File: src/rtl/aux_color_pkg.sv
package aux_color_pkg;

    parameter int BYTE_W     = 8;
    parameter int NUM_COLORS = 4;
    parameter int SEL_W      = 4;

    localparam int PTR_W   = $clog2(NUM_COLORS);
    localparam int COLOR_W = 3 * BYTE_W;

    localparam logic [SEL_W-1:0] OFS_WPTR = 4'h4;
    localparam logic [SEL_W-1:0] OFS_DATA = 4'h5;
    localparam logic [SEL_W-1:0] OFS_RPTR = 4'h7;

    typedef enum logic [1:0] {
        PH_RED   = 2'd0,
        PH_GREEN = 2'd1,
        PH_BLUE  = 2'd2
    } phase_t;

    typedef struct packed {
        logic [BYTE_W-1:0] red;
        logic [BYTE_W-1:0] green;
        logic [BYTE_W-1:0] blue;
    } rgb_t;

    typedef struct packed {
        logic wptr_load;
        logic rptr_load;
        logic data_wr;
        logic data_rd;
    } host_op_t;

    function automatic phase_t phase_after(phase_t p);
        case (p)
            PH_RED:   return PH_GREEN;
            PH_GREEN: return PH_BLUE;
            default:  return PH_RED;
        endcase
    endfunction

    function automatic logic [BYTE_W-1:0] pick_byte(rgb_t c, phase_t p);
        case (p)
            PH_RED:   return c.red;
            PH_GREEN: return c.green;
            default:  return c.blue;
        endcase
    endfunction

endpackage

File: src/rtl/aux_color_decode.sv
module aux_color_decode
    import aux_color_pkg::*;
(
    input  logic [SEL_W-1:0] reg_sel,
    input  logic             wr_en,
    input  logic             rd_en,
    output host_op_t         op
);

    always_comb begin
        op           = '0;
        op.wptr_load = wr_en && (reg_sel == OFS_WPTR);
        op.rptr_load = wr_en && (reg_sel == OFS_RPTR);
        op.data_wr   = wr_en && (reg_sel == OFS_DATA);
        op.data_rd   = rd_en && (reg_sel == OFS_DATA);
    end

endmodule

File: src/rtl/aux_color_seq.sv
module aux_color_seq
    import aux_color_pkg::*;
(
    input  logic             clk,
    input  logic             rst,
    input  logic             load,
    input  logic [PTR_W-1:0] load_val,
    input  logic             restart,
    input  logic             step,
    output logic [PTR_W-1:0] ptr,
    output phase_t           phase
);

    always_ff @(posedge clk) begin
        if (rst) begin
            ptr   <= '0;
            phase <= PH_RED;
        end else if (load) begin
            ptr   <= load_val;
            phase <= PH_RED;
        end else if (restart) begin
            phase <= PH_RED;
        end else if (step) begin
            phase <= phase_after(phase);
            if (phase == PH_BLUE)
                ptr <= ptr + 1'b1;
        end
    end


    phase_legal_chk: assert property (@(posedge clk) disable iff (rst)
        phase != 2'b11);


    restart_red_chk: assert property (@(posedge clk) disable iff (rst)
        (load || restart) |=> phase == PH_RED);


    ptr_advance_chk: assert property (@(posedge clk) disable iff (rst)
        (step && !load && !restart && phase == PH_BLUE)
        |=> ptr == PTR_W'($past(ptr) + 1'b1));


    ptr_hold_chk: assert property (@(posedge clk) disable iff (rst)
        (!load && !(step && phase == PH_BLUE)) |=> $stable(ptr));

endmodule

File: src/rtl/aux_color_store.sv
module aux_color_store
    import aux_color_pkg::*;
(
    input  logic                    clk,
    input  logic                    rst,
    input  logic                    wr_step,
    input  phase_t                  wr_phase,
    input  logic [PTR_W-1:0]        wr_ptr,
    input  logic [BYTE_W-1:0]       wdata,
    output rgb_t [NUM_COLORS-1:0]   colors
);

    logic [BYTE_W-1:0] stage_red;
    logic [BYTE_W-1:0] stage_green;
    logic              commit;

    assign commit = wr_step && (wr_phase == PH_BLUE);

    always_ff @(posedge clk) begin
        if (rst) begin
            stage_red   <= '0;
            stage_green <= '0;
        end else if (wr_step) begin
            if (wr_phase == PH_RED)
                stage_red <= wdata;
            if (wr_phase == PH_GREEN)
                stage_green <= wdata;
        end
    end

    for (genvar i = 0; i < NUM_COLORS; i++) begin : g_slot
        always_ff @(posedge clk) begin
            if (rst)
                colors[i] <= '0;
            else if (commit && (wr_ptr == PTR_W'(i)))
                colors[i] <= '{red: stage_red, green: stage_green, blue: wdata};
        end
    end


    no_partial_chk: assert property (@(posedge clk) disable iff (rst)
        !commit |=> $stable(colors));

endmodule

File: src/rtl/aux_color_rdport.sv
module aux_color_rdport
    import aux_color_pkg::*;
(
    input  logic                    clk,
    input  logic                    rst,
    input  logic                    rd_step,
    input  phase_t                  rd_phase,
    input  logic [PTR_W-1:0]        rd_ptr,
    input  rgb_t [NUM_COLORS-1:0]   colors,
    output logic [BYTE_W-1:0]       rdata
);

    always_ff @(posedge clk) begin
        if (rst)
            rdata <= '0;
        else if (rd_step)
            rdata <= pick_byte(colors[rd_ptr], rd_phase);
    end


    rdata_hold_chk: assert property (@(posedge clk) disable iff (rst)
        !rd_step |=> $stable(rdata));

endmodule

File: src/rtl/aux_color_bank.sv
module aux_color_bank
    import aux_color_pkg::*;
(
    input  logic                                 clk,
    input  logic                                 rst,
    input  logic [SEL_W-1:0]                     reg_sel,
    input  logic                                 wr_en,
    input  logic                                 rd_en,
    input  logic [BYTE_W-1:0]                    wdata,
    output logic [BYTE_W-1:0]                    rdata,
    output logic [NUM_COLORS-1:0][COLOR_W-1:0]   colors_o
);

    host_op_t               op;
    logic                   any_load;
    logic [PTR_W-1:0]       wr_ptr;
    logic [PTR_W-1:0]       rd_ptr;
    phase_t                 wr_phase;
    phase_t                 rd_phase;
    rgb_t [NUM_COLORS-1:0]  colors;

    assign any_load = op.wptr_load || op.rptr_load;

    aux_color_decode u_decode (
        .reg_sel (reg_sel),
        .wr_en   (wr_en),
        .rd_en   (rd_en),
        .op      (op)
    );

    aux_color_seq u_wseq (
        .clk      (clk),
        .rst      (rst),
        .load     (op.wptr_load),
        .load_val (wdata[PTR_W-1:0]),
        .restart  (any_load),
        .step     (op.data_wr),
        .ptr      (wr_ptr),
        .phase    (wr_phase)
    );

    aux_color_seq u_rseq (
        .clk      (clk),
        .rst      (rst),
        .load     (op.rptr_load),
        .load_val (wdata[PTR_W-1:0]),
        .restart  (any_load),
        .step     (op.data_rd),
        .ptr      (rd_ptr),
        .phase    (rd_phase)
    );

    aux_color_store u_store (
        .clk      (clk),
        .rst      (rst),
        .wr_step  (op.data_wr),
        .wr_phase (wr_phase),
        .wr_ptr   (wr_ptr),
        .wdata    (wdata),
        .colors   (colors)
    );

    aux_color_rdport u_rdport (
        .clk      (clk),
        .rst      (rst),
        .rd_step  (op.data_rd),
        .rd_phase (rd_phase),
        .rd_ptr   (rd_ptr),
        .colors   (colors),
        .rdata    (rdata)
    );

    for (genvar i = 0; i < NUM_COLORS; i++) begin : g_out
        assign colors_o[i] = colors[i];
    end


    wptr_load_chk: assert property (@(posedge clk) disable iff (rst)
        op.wptr_load |=> wr_ptr == $past(wdata[PTR_W-1:0]));


    rptr_load_chk: assert property (@(posedge clk) disable iff (rst)
        op.rptr_load |=> rd_ptr == $past(wdata[PTR_W-1:0]));


    rptr_keep_chk: assert property (@(posedge clk) disable iff (rst)
        (op.wptr_load && !op.data_rd) |=> $stable(rd_ptr));

endmodule

File: config.mk
export PLATFORM = sky130hd
export DESIGN_NAME = aux_color_bank
export DESIGN_NICKNAME = d
export VERILOG_FILES = /design/src/rtl/aux_color_pkg.sv /design/src/rtl/aux_color_decode.sv /design/src/rtl/aux_color_seq.sv /design/src/rtl/aux_color_store.sv /design/src/rtl/aux_color_rdport.sv /design/src/rtl/aux_color_bank.sv
export SDC_FILE = /design/constraint.sdc
export NUM_CORES = 1
export LEC_CHECK = 0
export ABC_AREA = 1
export BUFFER_PORTS_ARGS = -buffer_cell sky130_fd_sc_hd__buf_2
export CAP_MARGIN = 20
export CELL_PAD_IN_SITES_DETAIL_PLACEMENT = 1
export CELL_PAD_IN_SITES_GLOBAL_PLACEMENT = 2
export CORE_MARGIN = 3
export CORE_UTILIZATION = 31
export CTS_BUF_LIST = sky130_fd_sc_hd__clkbuf_4
export DETAILED_ROUTE_END_ITERATION = 8
export PLACE_DENSITY = 0.8
export SETUP_SLACK_MARGIN = 0.05
export SLEW_MARGIN = 20
export SYNTH_ARGS = -nofsm -noshare
export SYNTH_HDL_FRONTEND = slang
export SYNTH_SLANG_ARGS = --single-unit
File: constraint.sdc
create_clock -name clk -period 1.96 [get_ports clk]
set_clock_uncertainty 0.2 [all_clocks]
set_input_delay 0 -clock clk [delete_from_list [all_inputs] [get_ports clk]]
set_output_delay 0 -clock clk [all_outputs]
set_load 0.1 [all_outputs]
Yosys cells after proc, flatten, opt, wreduce, memory -nomap -nowiden
Cells that the tools add are included.
{"block": "op_classes", "eq_ne": 12, "n_reduce_logical": 23, "order_cmp": 1, "addsub": 2, "mux": 13}
{"cell": "binary-select mux 24 bit (select 2 bit)", "n": 1}
{"cell": "two-way mux 24 bit", "n": 1}
{"cell": "two-way mux 2 bit", "n": 8}
{"cell": "one-hot mux 8 bit (2 select lines)", "n": 1}
{"cell": "equality test 4 x 3 -> 1 bit (second input constant)", "n": 3}
{"cell": "logical AND 1 bit", "n": 9}
{"cell": "equality test 2 bit (second input constant)", "n": 4}
{"cell": "one-hot mux 2 bit (2 select lines)", "n": 2}
{"cell": "nonzero test 2 bit", "n": 4}
{"cell": "equality test 2 x 1 -> 1 bit (second input constant)", "n": 3}
{"cell": "logical NOT 2 bit", "n": 3}
{"cell": "AND reduction 3 bit", "n": 2}
{"cell": "OR reduction 3 bit", "n": 2}
{"cell": "adder 2 x 1 -> 2 bit (second input constant)", "n": 2}
{"cell": "inequality test 2 x 1 -> 1 bit (second input constant)", "n": 2}
{"cell": "AND reduction 2 bit", "n": 2}
{"cell": "< comparator 2 x 3 -> 1 bit (second input constant)", "n": 1}
{"cell": "logical OR 1 bit", "n": 1}
{"block": "totals", "elab_cells": 70, "inputBits": 16, "output_inout_bits": 104, "regBits": 128}

Longest topological paths before layout
Gate-level depths: netlist (run 1).
{"block": "depth", "ltp_word": 5, "depth_mapped": 9, "mapped_depth_nobuf": 8}

Hierarchy
Synthesis (run 1) repeated with hierarchy kept, for this count alone.
{"block": "unflattened", "hier_cells": 1044, "area_unflattened_um2": 6477.5}
{"mod": "aux_color_store", "seq_area_each_um2": 2242.2, "cells_per_inst": 643, "area_per_inst_um2": 4556.9, "instances": 1}
{"mod": "aux_color_rdport", "seq_area_each_um2": 160.2, "cells_per_inst": 319, "area_per_inst_um2": 1438.9, "instances": 1}
{"mod": "aux_color_seq", "seq_area_each_um2": 80.1, "cells_per_inst": 32, "area_per_inst_um2": 202.7, "instances": 2}
{"mod": "aux_color_decode", "seq_area_each_um2": 0.0, "cells_per_inst": 15, "area_per_inst_um2": 65.1, "instances": 1}
{"mod": "aux_color_bank", "seq_area_each_um2": 0.0, "cells_per_inst": 3, "area_per_inst_um2": 11.3, "instances": 1}

Least setup slack after synthesis (run 1)
Ideal clock, no wire load.
{"block": "synth_path", "path_type": "flip-flop to flip-flop", "startpoint": "register u_store.colors[19] (netlist name)", "endpoint": "register u_rdport.rdata[3]", "arrival_ns": 1.513, "setup_ns": 0.070, "path_stages_with_launch": 9, "t_required_ns": 1.690, "synth_period_minus_slack_ns": 1.783, "n_path_buf": 0, "slack_ns": 0.177, "path_cell_list": "dfxtp_1 -> inv_1 -> nand2_1 -> nand3_1 -> nand2_1 -> nand2_1 -> nand2_1 -> nand2_1 -> a21oi_1"}
{"block": "synth_between", "elab_chain_len": 3}
{"element": "binary-select mux 24 bit (select 2 bit)", "line": "aux_color_rdport.sv:17", "source": "rdata <= pick_byte(colors[rd_ptr], rd_phase);"}
{"element": "two-way mux 24 bit (implied by the code)", "line": "aux_color_rdport.sv:17"}
{"element": "one-hot mux 8 bit (2 select lines)", "line": "aux_color_pkg.sv:42", "source": "case (p)"}
{"element": "end signal: assignment", "line": "aux_color_rdport.sv:17"}
{"element": "end: declaration", "line": "aux_color_rdport.sv:10", "source": "output logic [BYTE_W-1:0] rdata"}
Every way passes these cells. The select of a mux whose other input is x is not followed.
A chain may end at the register's enable or synchronous reset.

Worst setup path in the final report (run 1)
{"block": "layout_path", "startpoint": "input reg_sel[3]", "endpoint": "register u_rseq.ptr[0]"}
{"block": "layout_between", "elab_chain_len": 5, "elab_cells_between_ends": 12, "cone_classes": "eq/ne (4); mux (1); reduce/logical (7)"}
{"element": "start: declaration", "line": "aux_color_bank.sv:6", "source": "input logic [SEL_W-1:0] reg_sel,"}
{"element": "equality test 4 x 3 -> 1 bit (on tied branches)", "line": "aux_color_decode.sv:12, aux_color_decode.sv:13"}
{"element": "logical AND 1 bit (on tied branches)", "line": "aux_color_decode.sv:12, aux_color_decode.sv:13"}
{"element": "logical OR 1 bit", "line": "aux_color_bank.sv:22", "source": "assign any_load = op.wptr_load || op.rptr_load;"}
{"element": "inequality test 2 x 1 -> 1 bit (no source line)"}
{"element": "AND reduction 3 bit (no source line)"}
{"element": "end signal: assignment", "line": "aux_color_seq.sv:19", "source": "ptr <= load_val;"}
{"element": "end signal: assignment", "line": "aux_color_seq.sv:26", "source": "ptr <= ptr + 1'b1;"}
{"element": "end: declaration", "line": "aux_color_seq.sv:10", "source": "output logic [PTR_W-1:0] ptr,"}
Several ways; a longest one is shown, not always the timed one.

==> metrics.md, run 1 <==
| Metric | Value |
|---|---|
| Pwr dens | `665.4 nW/um^2` |
| Vias per Instance | `4.771` |
| Routability cong. | `0.7728` |
| Global route overflow | `0` |
| Gate power share | `5.7%` |
| Area grow syn2layout | `21.97%` |
| Number of port buffers | `approximately 120` |
| Crit path capture type | `register` |
| Sw frac | `between 20% and 30%` |
| Data required time of the worst path | `2.23 ns` |
| Utilization after layout | `39.34%` |
| CP arrival | `~2.1 ns` |
| Slew Limit Fails | `0` |
| Fmax | `544.7 MHz` |
| GR Util met3 | `between 4 and 5%` |
| Period Utilization, post-route | `93.67%` |
| DP HPWL | `14110 um` |
| Max cap viols | `0` |
| Starting Density | `32.25%` |
| Syn nets | `~830` |
| Clock Latency Late Sink | `0.55 ns` |
| Initial DRC Count | `236` |
| Setup-failing EPs final | `0` |
| Seq cells post-synth | `128` |
| Antenna violations before repair | `1` |
| CORE AREA | `17660 um^2` |
| CTS Buffer Depth | `2` |
| Top Usage Layer GRT | `met2` |
| Row Count | `48` |
| Most frequent cells in the layout | `o21ai_0, nand2_1, dfxtp_1` |
| Hold Path Class | `in2reg` |
| Net load switching power | `1164 uW` |
| Crit Path Class | `in2reg` |
| Routed Antenna Nets | `0` |
| Post-synthesis simple-gate area fraction | `18.63%` |
| Pleak | `between 0.003 and 0.004 uW` |
| I/O Pins | `120` |
| Period minus WS final | `1.836 ns` |
| Vias after detailed routing | `5596` |
| Synthesized-area fraction occupied by xor and xnor cells | `0%` |
| Sequential power share | `56.6%` |
| Post-Syn Area per Cell | `7.065 um^2` |
| CP max FO | `5` |
| Worst-path clk slew | `0.11 ns` |
| Largest net degree at the start of global routing | `between 60 and 70` |
| Die Y | `roughly 140 um` |
| Most common cell after layout, fill and taps aside | `o21ai_0` |
| Yosys cell types | `23` |
| Fillers | `2298` |
| Int Pwr | `approximately 3500 uW` |
| Sum Neg Setup Slack | `0 ns` |
| First-pass GRT wire length | `31280 um` |
| Drt first pass iters | `4` |
| Worst-margin pin slew | `0.5768 ns` |
| Post-Syn Area | `approximately 5700 um^2` |
| Complex-gate fraction of the synthesized area | `23.07%` |
| Outcome | `completed` |
| Met1 Usage GRT | `25.91%` |
| Largest cells by area after synthesis | `dfxtp_1, o21ai_0, a21oi_1` |
| Inserted Clock Buffers | `17` |
| RSZ-0062 raised after global routing | `false` |
| H-tree lvl count | `4` |
| Register area share after synthesis | `45.00%` |
| Hold Fails Final Rpt | `0` |
| Root Driver | `clkbuf_4` |
| Max IR drop VDD | `0.0004299 V` |
| Post-synth top area cell | `dfxtp_1` |
| Routed wire length | `19610 um` |
| Die width | `141.5 um` |
| Die area | `20030 um^2` |
| M2 GR Usage | `34.45%` |
| Clock Power Share | `37.7%` |
| Drc violations | `0` |
| Number of global-route vias before repair | `5676` |
| Clock sinks | `128` |
| Fin nets | `955` |
| DR WL/cell | `16.72 um` |
| Yosys top cell area share | `a little under half` |
| YS warnings | `0` |
| Post-Syn Instances | `806` |
| Setup crit start kind | `input port` |
| Post-synthesis mux area share | `0%` |
| Rel. slew slack | `between 60% and 70%` |
| Post-Synth Adder-Cell Area | `0.8789%` |
| Layout cell share with drive strength beyond 1 | `19.32%` |
| Largest family of logic cells by synthesized area | `compound AO/OA/AOI/OAI gates` |
| GRT Total Usage | `19.99%` |
| CTS tree | `yes` |
-- Yosys cell counts --
master	n
nand2_1	133
nor2_8	1
buf_2	16
o211ai_1	8
inv_1	113
buf_1	3
clkinv_1	1
nor2_4	1
a21oi_1	111
nor2_1	69
o31ai_1	1
and2_1	1
nand4_1	1
buf_6	8
clkbuf_1	23
o21ai_0	138
inv_2	3
nand3_1	35
ha_1	4
dfxtp_1	128
nor2_2	1
nand3_2	6
nand3_4	1
-- power by group through the flow --
stage                     clock (uW)  sequential, uW  combinational [uW]
after floorplan                    0            2690                 133
after global placement             0            2680                 233
after detailed placement           0            2680                 236
after CTS                       1810            2620                 262
after global routing            1920            2620                 295
final                           1740            2620                 262
-- metal layers --
metal,share of wire [%],up-vias
met5,0,-
met4,0.84,0
met3,4.5,14
met2,48,102
met1,47,2622
li1,-,2858
-- final timing paths --
kind | startpoint | endpoint | slack, ns | cells after the start
worst max-delay path | reg_sel[3] | u_rseq.ptr[0] | 0.12 | 10
worst min-delay path | rst | u_rdport.rdata[5] | 0.06 | 3
worst max register to register | u_rseq.phase[1] | u_rdport.rdata[7] | 0.19 | 5
worst min register to register | u_store.colors[81] | u_store.colors[81] | 0.27 | 2
-- metrics by stage --
stage	cell area (um^2)	worst slack, ns	std cells	total power (uW)	hold WS (ns)
after CTS	6930	0.05896	1172	4686	0.02785
after detailed placement	6502	0.2214	1123	2913	0.07958
after floorplan	5694	0.1771	806	2819	-0.1309
final	6945	0.1241	1173	4621	0.05617
after global routing	6945	0.06727	1173	4839	0.02940
after global placement	6502	0.2346	1123	2910	0.08738
-- layout make-up --
type | count | area [um^2] | share of cell area, %
well taps | 225 | 281.5 | 4.053
flip-flops and latches | 128 | 2564 | 36.91
inverters | 117 | 439.2 | 6.323
multi-input cells | 511 | 2435 | 35.06
clock inverters | 11 | 97.59 | 1.405
diodes | 1 | 2.502 | 0.03603
clock buffers | 20 | 150.1 | 2.162
repair buffers | 160 | 975.9 | 14.05
-- flip-flops by register name (all words and copies together) (netlist names) --
signal and cells:
u_wseq.phase 2, u_store.colors 96, u_wseq.ptr 2, u_rseq.ptr 2, u_rdport.rdata 8, u_store.stage_green 8
u_rseq.phase 2, u_store.stage_red 8
-- cells by family after synthesis --
logic type / after synthesis
DFF: 128
and+or+nand+nor: 249
AOI/OAI and AO/OA: 258
adders and majority gates: 4
buffers and inverters: 167
-- repair_timing --
action | 4_1_cts | 5_1_grt
buffers inserted | 0 | 0
hold endpoints to repair | 124 | 0
hold buffers | 18 | 0
setup endpoints to repair | 0 | 7
resized for setup | 0 | 4
-- critical path, cell delays in order --
cell and delay [ns]:
dlygate4sd3_1 0.54, buf_2 0.12, inv_1 0.10, nand3_4 0.15, nor2_2 0.26, nand2_1 0.09, dlygate4sd3_1 0.57, o21ai_0 0.09
nand2_1 0.08, a21oi_1 0.11
(Power assumes the default switching activity.)
==> run 2: changes to the inputs <==
HOLD_SLACK_MARGIN = 0.06   (was not set)
==> run 2 against run 1 <==
Die area unchanged. Sequential power hardly changed. Register-to-register slack about the same. Routed wire length hardly changed. Maximum frequency about the same. Power is 0.12% higher. Utilization hardly changed. Hold slack improved by 0.12 ns. Count of clock-buffer cells in the layout did not move. Sequential cell count stayed put. Critical endpoint is now u_store.stage_red[5]. Largest cell class unchanged. Highest routed layer unchanged.
==> metrics.md, run 2 (synthesized netlist as in run 1, its figures left out) <==
| Metric | Value |
|---|---|
| Most flops, register | `u_store.colors` |
| Routed wire length | `19600 um` |
| Clock Power Share | `37.7%` |
| Area grow syn2layout | `22.11%` |
| GRT Total Usage | `19.97%` |
| Antenna violations before repair | `1` |
| Max reg flops | `96` |
| Hold Path Class | `in2reg` |
| CTS tree | `yes` |
| Slew Limit Fails | `0` |
| Die area | `20030 um^2` |
| Outcome | `completed` |
| Pwr dens | `665.5 nW/um^2` |
| Global route overflow | `0` |
| Drt first pass iters | `6` |
| Data required time of the worst path | `between 2 and 2.5 ns` |
| Routed Antenna Nets | `0` |
| Gate power share | `about 5.7%` |
| Number of port buffers | `119` |
| Sum Neg Setup Slack | `0 ns` |
| Layout cell share with drive strength beyond 1 | `19.30%` |
| Rel. slew slack | `about 62%` |
| Crit Path Class | `in2reg` |
| Net load switching power | `1167 uW` |
| Fmax | `545.0 MHz` |
| Die Y | `141.5 um` |
| Final cell count without fillers | `between 1000 and 1500` |
| Root Driver | `clkbuf_4` |
| Max cap viols | `0` |
| Setup crit start kind | `input port` |
| Hold Fails Final Rpt | `0` |
| Setup-failing EPs final | `0` |
| Period minus WS final | `1.835 ns` |
| Dpl cells | `1123` |
| Max Used Layer | `met4` |
| CORE AREA | `17660 um^2` |
| H-tree lvl count | `4` |
| Most frequent cells in the layout | `o21ai_0, nand2_1, dfxtp_1` |
| Die width | `141.5 um` |
| Initial DRC Count | `219` |
| Met2 WL | `9376 um` |
| Clock Latency Late Sink | `0.55 ns` |
| Most common cell after layout, fill and taps aside | `o21ai_0` |
| Routability cong. | `slightly below 0.8` |
| DR WL/cell | `~17 um` |
| Drc violations | `0` |
| Vias per Instance | `4.752` |
| Crit path capture type | `register` |
| RSZ-0062 raised after global routing | `false` |
| Met3 WL post-DR | `~640 um` |
| Fillers | `2296` |
| Clock sinks | `128` |
| Worst-margin pin slew | `around 0.57 ns` |
| First-pass GRT wire length | `31260 um` |
| Sequential power share | `56.6%` |
| CP arrival | `2.09 ns` |
| Power Total | `4627 uW` |
| Sw frac | `25.23%` |
| Metal-1 WL | `9383 um` |
| Inserted Clock Buffers | `17` |
| Pleak | `0.003053 uW` |
| Row Count | `48` |
| Vias after detailed routing | `5579` |
| CP max FO | `10` |
| Number of global-route vias before repair | `5683` |
| DP HPWL | `between 10000 and 15000 um` |
| CTS Buffer Depth | `2` |
| Worst-path clk slew | `0.11 ns` |
| I/O Pins | `120` |
| Fin nets | `956` |
| Starting Density | `32.25%` |
| Largest net degree at the start of global routing | `61` |
| Int Pwr | `around 3500 uW` |
| Max IR drop VDD | `about 0.00043 V` |
| Period Utilization, post-route | `93.62%` |
==> run 2: what timing repair did <==
item / 4_1_cts / 5_1_grt
hold buffers: 19 / 0
buffers inserted: 0 / 0
setup endpoints to repair: 0 / 3
gates resized for setup: 0 / 3
hold endpoints to repair: 128 / 0
==> run 2: power groups by stage <==
| stage | Clock [uW] | Sequential [uW] | Combinational, uW |
|---|---|---|---|
| floorplan | 0 | 2690 | 133 |
| global route | 1930 | 2620 | 298 |
| finish | 1740 | 2620 | 265 |
| CTS | 1810 | 2620 | 265 |
| detailed placement | 0 | 2680 | 236 |
| global placement | 0 | 2680 | 233 |
==> run 2: layer usage <==
| layer | GRT usage (%) | vias to the layer above |
|---|---|---|
| li1 | - | 2866 |
| met1 | 25.93 | 2607 |
| met2 | 34.15 | 90 |
| met3 | 4.011 | 16 |
| met4 | 4.798 | 0 |
| met5 | 0 | - |
==> run 2: metrics by stage <==
step	utilization [%]	instance area (um^2)	hold WS, ns	setup WS, ns
after floorplan	-	5694	-0.1309	0.1771
after global placement	36.83	6502	0.08738	0.2346
after detailed placement	36.83	6502	0.07958	0.2214
after global routing	39.38	6953	0.1569	0.06620
after CTS	39.31	6940	0.1473	0.1087
final	39.38	6953	0.1755	0.1250
==> run 2: worst paths after layout <==
path / endpoint / cells after the start / slack, ns / start
hold / removal: u_store.colors[37] / 5 / 0.18 / rst
setup reg to reg: u_rdport.rdata[7] / 5 / 0.18 / u_rseq.phase[1]
hold reg to reg: u_store.colors[81] / 2 / 0.27 / u_store.colors[81]
setup / recovery: u_store.stage_red[5] / 9 / 0.13 / reg_sel[3]
==> run 2: layout make-up <==
type / instances / area [um^2] / share of cell area (%)
clock buffers: 20 / 150.1 / 2.159
multi-input cells: 511 / 2435 / 35.02
inverters: 117 / 439.2 / 6.316
flip-flops and latches: 128 / 2564 / 36.87
diodes: 1 / 2.502 / 0.03599
repair buffers: 161 / 983.4 / 14.14
well taps: 225 / 281.5 / 4.049
clock inverters: 11 / 97.59 / 1.404
==> run 2: worst max-delay path, cell delays in order <==
cell,delay [ns]
dlygate4sd3_1,0.54
buf_2,0.12
inv_1,0.10
nand3_4,0.15
nor2_8,0.21
nand3_4,0.16
o21ai_0,0.19
dlygate4sd3_1,0.58
nor2_1,0.04
==> run 3: changes to the inputs <==
PLACE_DENSITY = 0.88   (was 0.8)
SLEW_MARGIN = 30   (was 20)
==> run 3 against run 2 <==
First-iteration DRC count is 24% higher. Routed wire length hardly changed. Power is 0.15% higher. Hold slack worse by 0.034 ns. Sequential power hardly changed. Critical path depth stayed put. Maximum frequency is 0.53% lower. Sequential cell count stayed put. Largest power group unchanged.
==> metrics.md, run 3 (synthesized netlist as in run 1, its figures left out) <==
| Metric | Value |
|---|---|
| Die Y | `141.5 um` |
| Initial DRC Count | `271` |
| Setup-failing EPs final | `0` |
| Worst-path clk slew | `0.11 ns` |
| Antenna violations before repair | `1` |
| Global route overflow | `0` |
| CP max FO | `10` |
| Crit path capture type | `register` |
| Most common cell after layout, fill and taps aside | `o21ai_0` |
| Number of global-route vias before repair | `5597` |
| CP arrival | `about 2.1 ns` |
| CTS Buffer Depth | `2` |
| DR WL/cell | `about 17 um` |
| Largest net degree at the start of global routing | `89` |
| GRT Total Usage | `19.78%` |
| Row Count | `48` |
| H-tree lvl count | `4` |
| R2R depth | `5` |
| Vias per Instance | `roughly 4.8` |
| Clock sinks | `128` |
| I/O Pins | `120` |
| Met1 Usage GRT | `roughly a quarter` |
| Setup crit start kind | `input port` |
| Max cap viols | `0` |
| Inserted Clock Buffers | `17` |
| Worst hold path cell count | `5` |
| Drc violations | `0` |
| Most flops, register | `u_store.colors` |
| Period Utilization, post-route | `94.12%` |
| Period minus WS final | `1.845 ns` |
| Area grow syn2layout | `23.56%` |
| Fin nets | `960` |
| Clock Latency Late Sink | `0.55 ns` |
| Outcome | `completed` |
| Crit-path cells | `dlygate4sd3_1 > buf_2 > inv_1 > nand3_4 > nor2_8 > nand3_4 > o21ai_0 > dlygate4sd3_1 > nor2_1` |
| Slew Limit Fails | `0` |
| RSZ-0062 raised after global routing | `true` |
| Drt first pass iters | `5` |
| Vias after detailed routing | `between 5000 and 6000` |
| Crit-path max cell delay | `0.57 ns` |
| First-pass GRT wire length | `31190 um` |
| Final cell count without fillers | `about 1200` |
| Routed Antenna Nets | `0` |
| Sum Neg Setup Slack | `0 ns` |
| Dpl cells | `about 1100` |
| Root Driver | `clkbuf_4` |
| Starting Density | `32.25%` |
| GR Util met3 | `4.516%` |
| Max reg flops | `96` |
| Hold Fails Final Rpt | `0` |
| Fmax | `roughly 540 MHz` |
| Worst-margin pin slew | `roughly 0.50 ns` |
| Max IR drop VDD | `0.0004020 V` |
| Routability cong. | `about 0.78` |
| Pleak | `0.003097 uW` |
| Number of port buffers | `roughly 120` |
| Hold Path Class | `in2reg` |
| CTS tree | `yes` |
| Routed wire length | `slightly below 20000 um` |
| Layout cell share with drive strength beyond 1 | `19.54%` |
| Pwr dens | `between 600 and 700 nW/um^2` |
| Die area | `20030 um^2` |
| CORE AREA | `17660 um^2` |
| Die width | `141.5 um` |
| Slowest stage cell, crit path | `dlygate4sd3_1` |
| Most frequent cells in the layout | `o21ai_0, nand2_1, dfxtp_1` |
| Data required time of the worst path | `2.21 ns` |
| Top Usage Layer GRT | `met2` |
| M2 GR Usage | `31.93%` |
| Rel. slew slack | `66.67%` |
| Crit Path Class | `in2reg` |
| DP HPWL | `13770 um` |
[run 3: cell count changes in the layout (fill, tap and decap cells not counted), sizes merged]
cell,delta
buf,+2
dlygate4sd3,+2
clkbuf,+1
clkinv,-1
[run 3: area by class of cell]
cell class | count | area (um^2)
timing repair buffer | 165 | 1056
tap | 225 | 281.5
sequential | 128 | 2564
clock buffer | 21 | 157.7
antenna | 1 | 2.502
multi-input combinational | 511 | 2440
clock inverter | 10 | 95.09
fill | 2261 | 10620
inverter | 117 | 439.2
[run 3: final timing paths]
check	from	to	slack [ns]
worst max-delay path	reg_sel[3]	u_store.stage_red[7]	0.12
worst min-delay path	rst	u_store.colors[2]	0.14
worst max register to register	u_wseq.phase[0]	u_store.stage_red[7]	0.22
worst min register to register	u_store.colors[92]	u_store.colors[92]	0.27
[run 3: layer usage]
layer | part of all wire, % | vias to the layer above
met2 | 47 | 101
met5 | 0 | -
li1 | - | 2859
met1 | 48 | 2723
met4 | 0.86 | 0
met3 | 3.9 | 8
[run 3: metrics by stage]
step	cell area, um^2	util, %	worst slack (ns)	hold WS (ns)	total power [uW]
floorplan	5694	-	0.1771	-0.1309	2819
global placement	6518	36.91	0.3416	0.09899	2907
detailed placement	6518	36.91	0.2987	0.1055	2911
CTS	6980	39.53	0.1255	0.1051	4682
global route	7036	39.85	0.03868	0.1208	4845
finish	7036	39.85	0.1152	0.1414	4634
[run 3: timing repair]
item / in CTS / in global routing
buffers inserted: 0 / 5
resized for setup: 0 / 2
endpoints found under the hold margin: 128 / 0
hold buffers: 21 / 0
setup endpoints to repair: 0 / 9
[run 3: critical path: cells and delay by family]
| kind | cells | cell delay, ns |
|---|---|---|
| AOI/OAI and AO/OA | 1 | 0.18 |
| and+or+nand+nor | 4 | 0.57 |
| buffers and inverters | 4 | 1.35 |
[run 3: where the power goes]
part	leakage [uW]	internal, uW	switching [uW]
clock	0.000147	781	964
combinational	0.00192	98.0	174
sequential	0.00103	2610	9.46
